<file path="src/rtl/gpio_irq_pkg.sv">
package gpio_irq_pkg;

    localparam int REG_AW = 8;

    localparam logic [REG_AW-1:0] OFF_DATA      = 8'h00;
    localparam logic [REG_AW-1:0] OFF_DIR       = 8'h10;
    localparam logic [REG_AW-1:0] OFF_TRIG_EDGE = 8'h90;
    localparam logic [REG_AW-1:0] OFF_TRIG_POL  = 8'h94;
    localparam logic [REG_AW-1:0] OFF_ACK       = 8'h98;
    localparam logic [REG_AW-1:0] OFF_IRQ_EN    = 8'h9C;
    localparam logic [REG_AW-1:0] OFF_STATUS    = 8'hA0;
    localparam logic [REG_AW-1:0] OFF_FILT_EN   = 8'hA8;

    typedef enum logic {
        DB_STEADY = 1'b0,
        DB_SETTLE = 1'b1
    } db_state_t;

    typedef enum logic {
        EV_CLEAR   = 1'b0,
        EV_LATCHED = 1'b1
    } ev_state_t;

endpackage

</file>
<file path="src/rtl/gpio_sync2.sv">
module gpio_sync2 #(
    parameter int W = 8
) (
    input  logic         clk,
    input  logic         rst_n,
    input  logic [W-1:0] d,
    output logic [W-1:0] q
);
    logic [W-1:0] meta_q;

    always_ff @(posedge clk or negedge rst_n) begin
        if (!rst_n) begin
            meta_q <= '0;
            q      <= '0;
        end else begin
            meta_q <= d;
            q      <= meta_q;
        end
    end
endmodule

</file>
<file path="src/rtl/gpio_debounce.sv">
module gpio_debounce
    import gpio_irq_pkg::*;
#(
    parameter int DB_TICKS = 4
) (
    input  logic clk,
    input  logic rst_n,
    input  logic tick_i,
    input  logic din_i,
    output logic dout_o
);
    localparam int CW = (DB_TICKS > 1) ? $clog2(DB_TICKS) : 1;
    localparam logic [CW-1:0] LAST = CW'(DB_TICKS - 1);

    db_state_t     st_q, st_n;
    logic [CW-1:0] cnt_q, cnt_n;
    logic          out_n;

    // next-state decision
    always_comb begin
        st_n  = st_q;
        cnt_n = cnt_q;
        out_n = dout_o;
        unique case (st_q)
            DB_STEADY: begin
                if (din_i != dout_o) begin       // start
                    st_n  = DB_SETTLE;
                    cnt_n = '0;
                end
            end
            DB_SETTLE: begin
                if (din_i == dout_o) begin       // bounce
                    st_n = DB_STEADY;
                end else if (tick_i) begin
                    if (cnt_q == LAST) begin     // accept
                        out_n = din_i;
                        st_n  = DB_STEADY;
                    end else begin
                        cnt_n = cnt_q + CW'(1);
                    end
                end
            end
            default: st_n = DB_STEADY;
        endcase
    end

    // state register
    always_ff @(posedge clk or negedge rst_n) begin
        if (!rst_n) begin
            st_q  <= DB_STEADY;
            cnt_q <= '0;
        end else begin
            st_q  <= st_n;
            cnt_q <= cnt_n;
        end
    end

    // output register
    always_ff @(posedge clk or negedge rst_n) begin
        if (!rst_n) dout_o <= 1'b0;
        else        dout_o <= out_n;
    end

    // the filtered value only moves on a sample strobe
    p_hold_no_tick_r8: assert property (@(posedge clk) disable iff (!rst_n)
        !tick_i |=> $stable(dout_o));

    // an input that already matches never moves the output
    p_hold_match_r8: assert property (@(posedge clk) disable iff (!rst_n)
        (din_i == dout_o) |=> $stable(dout_o));
endmodule

</file>
<file path="src/rtl/gpio_line_detect.sv">
module gpio_line_detect
    import gpio_irq_pkg::*;
(
    input  logic clk,
    input  logic rst_n,
    input  logic lvl_i,
    input  logic edge_mode_i,
    input  logic pol_i,
    input  logic en_i,
    input  logic ack_i,
    output logic stat_o
);
    ev_state_t st_q, st_n;
    logic      lvl_prev_q;
    logic      hit;

    assign hit = en_i && edge_mode_i &&
                 (pol_i ? (lvl_i && !lvl_prev_q) : (!lvl_i && lvl_prev_q));

    always_comb begin
        st_n = st_q;
        unique case (st_q)
            EV_CLEAR:   if (hit) st_n = EV_LATCHED;                       // capture
            EV_LATCHED: if (!hit && (ack_i || !en_i || !edge_mode_i))
                            st_n = EV_CLEAR;                              // release
            default:    st_n = EV_CLEAR;
        endcase
    end

    always_ff @(posedge clk or negedge rst_n) begin
        if (!rst_n) begin
            st_q       <= EV_CLEAR;
            lvl_prev_q <= 1'b0;
        end else begin
            st_q       <= st_n;
            lvl_prev_q <= lvl_i;
        end
    end

    // output process
    always_comb begin
        if (!en_i)            stat_o = 1'b0;
        else if (edge_mode_i) stat_o = (st_q == EV_LATCHED);
        else                  stat_o = (lvl_i == pol_i);
    end

    // nothing is captured while disabled
    p_no_capture_disabled_r6: assert property (@(posedge clk) disable iff (!rst_n)
        !en_i |=> (st_q == EV_CLEAR));

    // a steady input never creates an event, whatever the polarity does
    p_steady_no_event_r7: assert property (@(posedge clk) disable iff (!rst_n)
        (st_q == EV_CLEAR && lvl_i == lvl_prev_q) |=> (st_q == EV_CLEAR));

    // acknowledge without a new transition leaves the latch clear
    p_ack_clears_r5: assert property (@(posedge clk) disable iff (!rst_n)
        (ack_i && lvl_i == lvl_prev_q) |=> (st_q == EV_CLEAR));

    // a rising capture survives a same-edge acknowledge
    p_capture_wins_r10: assert property (@(posedge clk) disable iff (!rst_n)
        (en_i && edge_mode_i && pol_i && lvl_i && !lvl_prev_q) |=> (st_q == EV_LATCHED));
endmodule

</file>
<file path="src/rtl/gpio_irq_port.sv">
module gpio_irq_port
    import gpio_irq_pkg::*;
#(
    parameter int NLINES   = 8,
    parameter int DB_TICKS = 4
) (
    input  logic              clk,
    input  logic              rst_n,
    input  logic              bus_we,
    input  logic [REG_AW-1:0] bus_addr,
    input  logic [NLINES-1:0] bus_wdata,
    output logic [NLINES-1:0] bus_rdata,
    input  logic              db_tick,
    input  logic [NLINES-1:0] pin_in,
    output logic [NLINES-1:0] pin_out,
    output logic [NLINES-1:0] pin_oe,
    output logic              irq_any,
    output logic [NLINES-1:0] irq_line
);
    logic [NLINES-1:0] out_q, dir_q, trig_edge_q, trig_pol_q, irq_en_q, filt_en_q;
    logic [NLINES-1:0] pin_s, filt_v, qual_v, ack_v, stat_v;

    // register file
    always_ff @(posedge clk or negedge rst_n) begin
        if (!rst_n) begin
            out_q       <= '0;
            dir_q       <= '0;
            trig_edge_q <= '0;
            trig_pol_q  <= '0;
            irq_en_q    <= '0;
            filt_en_q   <= '0;
        end else if (bus_we) begin
            case (bus_addr)
                OFF_DATA:      out_q       <= bus_wdata;
                OFF_DIR:       dir_q       <= bus_wdata;
                OFF_TRIG_EDGE: trig_edge_q <= bus_wdata;
                OFF_TRIG_POL:  trig_pol_q  <= bus_wdata;
                OFF_IRQ_EN:    irq_en_q    <= bus_wdata;
                OFF_FILT_EN:   filt_en_q   <= bus_wdata;
                default: ;
            endcase
        end
    end

    assign ack_v = (bus_we && bus_addr == OFF_ACK) ? bus_wdata : '0;

    gpio_sync2 #(.W(NLINES)) u_sync (
        .clk   (clk),
        .rst_n (rst_n),
        .d     (pin_in),
        .q     (pin_s)
    );

    for (genvar g = 0; g < NLINES; g++) begin : g_line
        gpio_debounce #(.DB_TICKS(DB_TICKS)) u_filt (
            .clk    (clk),
            .rst_n  (rst_n),
            .tick_i (db_tick),
            .din_i  (pin_s[g]),
            .dout_o (filt_v[g])
        );

        assign qual_v[g] = filt_en_q[g] ? filt_v[g] : pin_s[g];

        gpio_line_detect u_det (
            .clk         (clk),
            .rst_n       (rst_n),
            .lvl_i       (qual_v[g]),
            .edge_mode_i (trig_edge_q[g]),
            .pol_i       (trig_pol_q[g]),
            .en_i        (irq_en_q[g]),
            .ack_i       (ack_v[g]),
            .stat_o      (stat_v[g])
        );
    end

    // read mux
    always_comb begin
        case (bus_addr)
            OFF_DATA:      bus_rdata = (out_q & dir_q) | (pin_s & ~dir_q);
            OFF_DIR:       bus_rdata = dir_q;
            OFF_TRIG_EDGE: bus_rdata = trig_edge_q;
            OFF_TRIG_POL:  bus_rdata = trig_pol_q;
            OFF_IRQ_EN:    bus_rdata = irq_en_q;
            OFF_STATUS:    bus_rdata = stat_v;
            OFF_FILT_EN:   bus_rdata = filt_en_q;
            default:       bus_rdata = '0;
        endcase
    end

    assign pin_out  = out_q;
    assign pin_oe   = dir_q;
    assign irq_line = stat_v;
    assign irq_any  = |stat_v;
endmodule

</file>
<file path="config.mk">
export PLATFORM = sky130hd
export DESIGN_NAME = gpio_irq_port
export DESIGN_NICKNAME = d
export VERILOG_FILES = /design/src/rtl/gpio_irq_pkg.sv /design/src/rtl/gpio_sync2.sv /design/src/rtl/gpio_debounce.sv /design/src/rtl/gpio_line_detect.sv /design/src/rtl/gpio_irq_port.sv
export SDC_FILE = /design/constraint.sdc
export NUM_CORES = 1
export LEC_CHECK = 0
export BUFFER_PORTS_ARGS = -buffer_cell sky130_fd_sc_hd__buf_2
export CELL_PAD_IN_SITES_DETAIL_PLACEMENT = 0
export CELL_PAD_IN_SITES_GLOBAL_PLACEMENT = 2
export CORE_ASPECT_RATIO = 0.5
export CORE_UTILIZATION = 43
export DETAILED_ROUTE_END_ITERATION = 8
export GPL_TIMING_DRIVEN = 0
export PLACE_DENSITY = 0.94
export SYNTH_ARGS = -nofsm -noshare
export SYNTH_HDL_FRONTEND = slang
export SYNTH_SLANG_ARGS = --single-unit
</file>
<file path="constraint.sdc">
create_clock -name clk -period 2.4 [get_ports clk]
set_input_delay 0.12 -clock clk [delete_from_list [all_inputs] [get_ports clk]]
set_output_delay 0.12 -clock clk [all_outputs]
set_load 0.02 [all_outputs]
</file>
* Word level (Yosys, flattened, before mapping)
Cells that the tools add are included.
** Word-level totals
- Input bits :: 28
- Flip-flop bits (word level) :: 112
- Output and inout bits :: 33
** Operators by class
- Add/sub/neg operators :: 8
- Muxes and demuxes :: 138
- Equal/unequal tests :: 71
- Reductions and logical operators :: 121
- Bitwise gates (word level) :: 28
** Operators with widths (number)
- $mux W1 :: 80
- $mux W2 :: 32
- $reduce_and A4 Y1 :: 16
- $pmux W8 S7 :: 1
- $eq A8 B8 Y1 const B :: 6
- $ne A2 B2 Y1 const B :: 24
- $logic_and A1 B1 Y1 :: 41
- $logic_not A1 Y1 :: 40
- $pmux W1 S2 :: 16
- $pmux W2 S2 :: 8
- $not A1 Y1 :: 24
- $add A2 B1 Y2 const B :: 8
- $and A8 B8 Y8 :: 2
- $eq A1 B1 Y1 :: 16
- $eq A2 B2 Y1 const B :: 8
- $logic_or A1 B1 Y1 :: 16
- $ne A2 B1 Y1 const B :: 8
- $reduce_and A2 Y1 :: 6
- $eq A8 B5 Y1 const B :: 1
- $logic_not A8 Y1 :: 1
- $mux W8 :: 1
- $ne A1 B1 Y1 :: 8
- $not A8 Y8 :: 1
- $or A8 B8 Y8 :: 1
- $reduce_or A8 Y1 :: 1

* Longest topological paths before layout
Gate-level depths: netlist of run 1.
- Depth in word-level cells :: 9
- Mapped depth :: 6
- Mapped depth without buffers :: 5

* Modules after synthesis
From an unflattened synthesis of run 1, not the netlist that was laid out.
** Second synthesis, totals
- Cells, all modules :: 470
- Area, all modules :: 5475.3 sq um
** By module, submodules not included
- gpio_irq_port :: cells an instance 214, times used 1, area an instance 2612.5 sq um
- gpio_debounce :: cells an instance 19, times used 8, area an instance 201.4 sq um
- gpio_line_detect :: cells an instance 11, times used 8, area an instance 106.4 sq um
- gpio_sync2 :: cells an instance 16, times used 1, area an instance 400.4 sq um

* Worst setup path before layout of run 1
Ideal clock, no wire load.
- Kind :: input-to-output
- Start :: input port bus_addr[3]
- End :: output port bus_rdata[0]
- Required time :: 2280 ps
- Setup slack :: 782 ps
- Arrival :: 1498 ps
- Cell stages on the path :: 6
- Path buffers :: 2
- Cell sequence :: buf_6 or4_4 or2_1 clkbuf_2 o22ai_1 a221o_2
** Between the ends
- Cells in the longest elaborated chain, start to end :: 2
** Ends and longest elaborated chain
- start: declaration :: RTL line gpio_irq_port.sv:10 : input logic [REG_AW-1:0] bus_addr,
- $eq A8 B8 Y1, or another cell as far along :: RTL line gpio_irq_port.sv:79 : case (bus_addr)
- $pmux W8 S7 (*) :: RTL line gpio_irq_port.sv:79
- end: declaration :: RTL line gpio_irq_port.sv:12 : output logic [NLINES-1:0] bus_rdata,
Mark *: on every way between the ends. The rest lies on a longest branch, timed or not.

* Worst setup path after layout of run 1
- Start :: register u_sync.q[5]
- End :: output port bus_rdata[5]
** Between the ends
- Cells in the longest elaborated chain, start to end :: 5
** Ends and longest elaborated chain
- start: declaration :: RTL line gpio_sync2.sv:7 : output logic [W-1:0] q
- start signal: assignment :: RTL line gpio_sync2.sv:17 : q <= meta_q;
- $mux W1 :: RTL line gpio_irq_port.sv:63 : assign qual_v[g] = filt_en_q[g] ? filt_v[g] : pin_s[g];
- $eq A1 B1 Y1 :: RTL line gpio_line_detect.sv:44 : else stat_o = (lvl_i == pol_i);
- $mux W1 :: RTL line gpio_line_detect.sv:43 : else if (edge_mode_i) stat_o = (st_q == EV_LATCHED);
- $mux W1 :: RTL line gpio_line_detect.sv:42 : if (!en_i) stat_o = 1'b0;
- net g_line[5].u_det.stat_o :: RTL line gpio_line_detect.sv:11 : output logic stat_o
- $pmux W8 S7 :: RTL line gpio_irq_port.sv:79
The timed path passes the listed nets, and every way through them passes these cells.

==> flow_summary.json, run 1 <==
{
  "status": "finished, final reports clean",
  "insertion_delay_ps": 350,
  "grt_start_max_net_pins": 86,
  "fin_skew_ps": 9.148,
  "powerDensity_nw_per_um2": 737.5,
  "r2r_slack_ps": 850,
  "cts_buffers": 9,
  "crit_fanout": 4,
  "groute.usage.overall": 0.2123,
  "synth.distinct_cells": 51,
  "post-dp-hpwl_um": 9203,
  "syn-num-nets": 511,
  "yosysSeqAreaShare": 0.5038,
  "setup_viol": 0,
  "cts_setup_buffers": 0,
  "slew_violations": 0,
  "syn2layout_area_growth_pct": 15.81,
  "cp-startpoint": "u_sync.q[5]$_DFF_PN0_",
  "fin_util": 0.5284,
  "cts_num_sinks": 112,
  "synth_edf_count": 0,
  "synth.most_common_cell": "dfrtp_1",
  "worstSetupEndpointType": "primary output",
  "gp_congestion": 0.7860,
  "drc": 0,
  "max_freq_mhz": 449.4,
  "ios": 61,
  "drive_gt1_frac": 0.2962,
  "vias_per_cell": 5.407,
  "rsz0062_at_grt": "no",
  "gr-total-overflow": 0,
  "synth_area_leader_cell": "dfrtp_1",
  "synth-async-reset-ratio": 1.000,
  "synth_ff_type": "dfrtp_1",
  "critPathRequiredTime_ps": 2280,
  "h-tree-depth": 3,
  "layout_setup_ws_ps": 174.7,
  "antenna_found_initial": 0,
  "synth_area_leaders": "dfrtp_1, mux2_2, mux2i_1",
  "initial_core_util": 0.4563,
  "hold_viol": 0,
  "critPathKind": "reg2out",
  "cts_resized": 0,
  "startpoint_type": "flip-flop",
  "synthCells": 475,
  "core_area_um2": 12190,
  "hp-start": "bus_wdata[2]",
  "fin_total_pwr_uw": 4751,
  "drtPass1Iterations": 4,
  "r2r-start": "u_sync.q[2]$_DFF_PN0_",
  "ant_nets": 0,
  "peakVddDrop_v": 0.0003043,
  "largest_reg_flops": 16,
  "top_register": "g_line.u_filt.cnt_q",
  "ys_warn_count": 0,
  "synth_seq_cells": 112,
  "row_count": 28,
  "worstPathArrival_ps": 2110,
  "hp-class": "in2reg",
  "die-area_um2": 13420,
  "die_w_um": 162.9,
  "path_clk_slew_ps": 80,
  "critPathCapture": "bus_rdata[5]",
  "preCtsSetupSlack_ps": 423.9,
  "cts_buffer_depth": 2,
  "tightest_slew_ps": 835.0,
  "num_vias": 3904,
  "die_y_um": 82.43,
  "grt_pass1_wl_um": 21110,
  "cts_hold_buf": 9,
  "totalWireLength_um": 13040,
  "grt_pass1_vias": 3817,
  "fin_crit_sh": 0.9272,
  "synth_common_cells": "dfrtp_1, mux2_2, nand2_1, mux2i_1, nor2_1",
  "setup-tns-final_ps": 0,
  "ff2ff_path_depth": 4,
  "post-route-min-period_ps": 2225,
  "routedWlPerCell_um": 18.06,
  "tritoncts": "yes",
  "synth_area_um2": 5563,
  "drt_first_iter_violations": 287,
  "syn_area_per_cell_um2": 11.71,
  "r2r_end": "g_line[2].u_filt.cnt_q[0]$_DFFE_PN0P_",
  "diodes": 0,
  "yosys.area.top_type_share": 0.5038,
  "holdWs_ps": 91.98,
  "leakage_uw": 0.003198,
  "io_buffers": 57,
  "ctsRootBufferMaster": "clkbuf_16",
  "nets": 589,
  "max_slew_margin": 0.4355,
  "maxCapViolations": 0
}
[power breakdown]
| group | leakage [uW] | internal [uW] | switching, uW |
|---|---|---|---|
| sequential | 0.00147 | 2160 | 271 |
| clock | 0.000130 | 707 | 699 |
| combinational | 0.00160 | 463 | 448 |
| total | 0.00320 | 3330 | 1420 |
[worst min path at each step]
stage | end | slack (ps) | cells past startpoint
CTS | pin_oe[6]$_DFFE_PN0P_ | 90 | 2
global route | filt_en_q[2]$_DFFE_PN0P_ | 100 | 2
global placement | u_sync.meta_q[6]$_DFF_PN0_ | 230 | 1
detailed placement | g_line[4].u_det.st_q$_DFF_PN0_ | 6 | 1
floorplan | filt_en_q[0]$_DFFE_PN0P_ | -180 | 0
finish | filt_en_q[2]$_DFFE_PN0P_ | 90 | 2
[cell families (layout without fill, tap and decap cells)]
group | Yosys count | count (layout) | share of synthesized area
and+or+nand+nor | 141 | 141 | 0.1482
DFF | 112 | 112 | 0.5038
AOI/OAI and AO/OA | 90 | 90 | 0.1251
muxes | 82 | 82 | 0.1615
buffers and inverters | 34 | 116 | 0.03081
adders and majority gates | 8 | 8 | 0.01799
xor gates and xnor gates | 8 | 8 | 0.01260
[worst max-delay path, cell delays in order, from the launching register on]
cell,delay (ps)
dfrtp_1,480
mux2i_1,400
mux2i_1,150
and2_1,210
a211o_2,350
buf_2,160
[through the flow]
| step | cells | area (um^2) |
|---|---|---|
| 2_1_floorplan | 475 | 5563 |
| 3_3_place_gp | 697 | 6055 |
| 5_1_grt | 722 | 6442 |
| 3_5_place_dp | 698 | 6088 |
| 4_1_cts | 722 | 6442 |
| 6_report | 722 | 6442 |
[placed cells by master (no fill, tap or decap), types with 9 or more instances in the layout]
cell type      instances
mux2i_1               20
nor3_1                11
dlygate4sd3_1          9
clkbuf_16              9
nor2b_1               16
nand3_1               13
nand2b_1              18
inv_1                 16
nor2_1                19
dfrtp_1              112
buf_2                 60
o21ai_0               13
mux2_2                62
nand2_1               21
a22o_1                18
[routing by layer]
metal	GRT usage	routed length (um)	part of all wire	vias to the layer above
li1	-	-	-	1894
met1	0.3112	6571	0.50	1933
met2	0.3213	5729	0.44	61
met3	0.04146	547	0.042	16
met4	0.05514	187	0.014	0
met5	0	0	0	-
[layout make-up]
class	instances	area, um^2
inverter	16	60.06
buffer	18	111.4
multi-input combinational	329	2589
timing repair buffer	67	409.1
tap	165	206.4
clock inverter	4	31.28
sequential	112	2803
fill	1077	5749
clock buffer	11	232.7
Power figures use the tool's default switching activity.
==> run 2: changes to the inputs <==
--- a/config.mk
+++ b/config.mk
@@ -5,14 +5,15 @@
 export SDC_FILE = /design/constraint.sdc
 export NUM_CORES = 1
 export LEC_CHECK = 0
+export ABC_AREA = 1
 export BUFFER_PORTS_ARGS = -buffer_cell sky130_fd_sc_hd__buf_2
 export CELL_PAD_IN_SITES_DETAIL_PLACEMENT = 0
 export CELL_PAD_IN_SITES_GLOBAL_PLACEMENT = 2
 export CORE_ASPECT_RATIO = 0.5
-export CORE_UTILIZATION = 43
+export CORE_UTILIZATION = 25
 export DETAILED_ROUTE_END_ITERATION = 8
 export GPL_TIMING_DRIVEN = 0
-export PLACE_DENSITY = 0.94
+export PLACE_DENSITY = 0.68
 export SYNTH_ARGS = -nofsm -noshare
 export SYNTH_HDL_FRONTEND = slang
 export SYNTH_SLANG_ARGS = --single-unit
==> run 2 against run 1 <==
  * Final cell count grew 43%
  * Core utilization shrank 21 points
  * Largest power group unchanged
  * Combinational power grew 11%
  * Worst hold slack lost 79 ps
  * Via count grew 16%
  * Synthesized cell count grew 39%
  * Clock-buffer cell count grew 1
  * First-iteration DRC count grew 21%
  * Die area grew 69%
  * Critical endpoint is now irq_any
==> flow_summary.json, run 2 <==
{
  "post-route-min-period_ps": 1997,
  "grt_pass1_wl_um": 25810,
  "cts_setup_buffers": 0,
  "final_area_um2": 6608,
  "synth_area_leader_cell": "dfrtp_1",
  "worstPathArrival_ps": 1880,
  "post_dp_cell_area_um2": 6210,
  "ctsRootBufferMaster": "clkbuf_16",
  "leakage_uw": 0.003296,
  "cp_slowest_cell": "dfrtp_1",
  "ios": 61,
  "slew_violations": 0,
  "io_buffers": 59,
  "hp-class": "in2reg",
  "yosysSeqAreaShare": 0.5082,
  "layout_common_cells": "nand2_1, dfrtp_1, inv_1, o21ai_0, buf_2",
  "cts_resized": 0,
  "peakVddDrop_v": 0.0003098,
  "hold_viol": 0,
  "cts_num_sinks": 112,
  "power_frac_seq": 0.488,
  "synth.most_common_cell": "nand2_1",
  "ant_nets": 0,
  "syn-num-nets": 694,
  "routedWlPerCell_um": 15.63,
  "groute.usage.overall": 0.1539,
  "tightest_slew_ps": 1020,
  "worstSetupEndpointType": "primary output",
  "fin_crit_sh": 0.8320,
  "drive_gt1_frac": 0.1602,
  "setup_viol": 0,
  "ys_warn_count": 0,
  "post-dp-hpwl_um": 11800,
  "nets": 774,
  "cts_buffer_depth": 2,
  "synth_area_leaders": "dfrtp_1, nand2_1, o21ai_0",
  "h-tree-depth": 3,
  "switching_power_uw": 1573,
  "hold_depth": 3,
  "max_freq_mhz": 500.8,
  "synth_edf_count": 0,
  "path_clk_slew_ps": 70,
  "tritoncts": "yes",
  "drtPass1Iterations": 5,
  "powerDensity_nw_per_um2": 763.4,
  "top_register": "g_line.u_filt.cnt_q",
  "synth.distinct_cells": 32,
  "largest_reg_flops": 16,
  "critPathMostFrequentCell": "nand2_1",
  "synth_seq_cells": 112,
  "final_common_cell": "nand2_1",
  "max_slew_margin": 0.3176,
  "die_w_um": 212.1,
  "comb_power_share": 0.200,
  "fin_skew_ps": 5.963,
  "row_count": 37,
  "sw_frac_of_total": 0.3119,
  "cts_hold_buf": 9,
  "cts_buffers": 9,
  "p_int_uw": 3471,
  "synth_common_cells": "nand2_1, dfrtp_1, inv_1, o21ai_0, nand3_1",
  "num_vias": 4533,
  "vias_per_cell": 4.380,
  "crit_fanout": 4,
  "die_y_um": 107.0,
  "slowest_delay_ps": 430,
  "initial_core_util": 0.2618,
  "grt_start_max_net_pins": 75,
  "drc": 0,
  "setup-tns-final_ps": 0,
  "gr-total-overflow": 0,
  "yosys.area.top_type_share": 0.5082,
  "diodes": 0,
  "grt_pass1_vias": 4510,
  "syn2layout_area_growth_pct": 19.80,
  "ff2ff_path_depth": 5,
  "die-area_um2": 22700,
  "critPathRequiredTime_ps": 2280,
  "startpoint_type": "flip-flop",
  "synth_ff_type": "dfrtp_1",
  "critPathKind": "reg2out",
  "crit_path_cell_trace": "inv_1 > nand2_1 > nand2_1 > nand2_1 > nand3_1 > nand2_1 > inv_1 > nand2_1 > nor2_1 > nand2_1 > buf_2",
  "rsz0062_at_grt": "no",
  "maxCapViolations": 0,
  "synth-async-reset-ratio": 1.000,
  "syn_area_per_cell_um2": 8.382,
  "drt_first_iter_violations": 346,
  "synthCells": 658,
  "core_area_um2": 21060,
  "antenna_found_initial": 0,
  "clkPwrFrac": 0.312,
  "synth_area_um2": 5515,
  "gp_congestion": 0.7356,
  "insertion_delay_ps": 350,
  "status": "finished, final reports clean",
  "totalWireLength_um": 16180
}
[run 2: cell types whose count changed in the layout (fill, tap and decap cells not counted), sizes merged, moves of 20 or more]
cell,change
nand2,+166
o21ai,+86
inv,+64
mux2,-62
nand3,+45
nor2,+29
mux2i,-20
[run 2: power by group through the flow]
stage	sequential (uW)	combinational (uW)	clock [uW]
2_1_floorplan	2450	697	0
3_3_place_gp	2490	984	0
3_5_place_dp	2500	1020	0
4_1_cts	2460	1030	1630
5_1_grt	2510	1180	1710
6_report	2460	1010	1570
[run 2: final timing paths]
kind / slack (ps) / from / endpoint
worst max-delay path: 400 / filt_en_q[3]$_DFFE_PN0P_ / irq_any
worst min-delay path: 10 / bus_wdata[5] / irq_en_q[5]$_DFFE_PN0P_
worst max register to register: 990 / g_line[6].u_filt.cnt_q[0]$_DFFE_PN0P_ / g_line[6].u_filt.cnt_q[1]$_DFFE_PN0P_
worst min register to register: 350 / u_sync.meta_q[7]$_DFF_PN0_ / u_sync.q[7]$_DFF_PN0_
max in group asynchronous: 1450 / rst_n / u_sync.q[0]$_DFF_PN0_
min in group asynchronous: 230 / rst_n / g_line[6].u_det.lvl_prev_q$_DFF_PN0_
[run 2: cells by family (layout without fill, tap and decap cells)]
kind of cell,count (synthesis),count (layout),share of synthesized area
xor+xnor,8,8,0.01270
buf+inv,96,181,0.07758
compound gates,128,128,0.1293
simple gates,306,306,0.2541
fa+ha+maj,8,8,0.01815
flops,112,112,0.5082
[run 2: layout make-up]
cell class                      count  area (um^2)
Sequential cell                   112         2803
Tap cell                          292        365.4
Clock inverter                      4        51.30
Buffer                             16        127.6
Timing Repair Buffer               69        419.2
Inverter                           80        300.3
Fill cell                        2255        14460
Multi-Input combinational cell    450         2285
Clock buffer                       12        256.5
[run 2: metal layers]
metal  routed length, um  track usage
met5                   0            0
met2                6968       0.2323
met4                 178      0.03934
met3                 434      0.02812
met1                8600       0.2242
[run 2: through the flow]
step / hold WS [ps] / instances / total power, uW / setup WS (ps) / util
6_report: 12.67 / 1035 / 5044 / 403.2 / 0.3137
5_1_grt: 8.120 / 1035 / 5396 / 193.6 / 0.3137
4_1_cts: 10.20 / 1035 / 5123 / 309.3 / 0.3137
3_5_place_dp: 66.71 / 1010 / 3511 / 411.2 / 0.2948
3_3_place_gp: 228.0 / 1009 / 3475 / -382.5 / 0.2932
2_1_floorplan: -175.6 / 658 / 3146 / 1116 / -
[run 2: critical path, delay by kind of cell, from the launching register on]
kind / cells / cell delay [ps]
DFF: 1 / 430
buffers and inverters: 3 / 310
and+or+nand+nor: 8 / 800
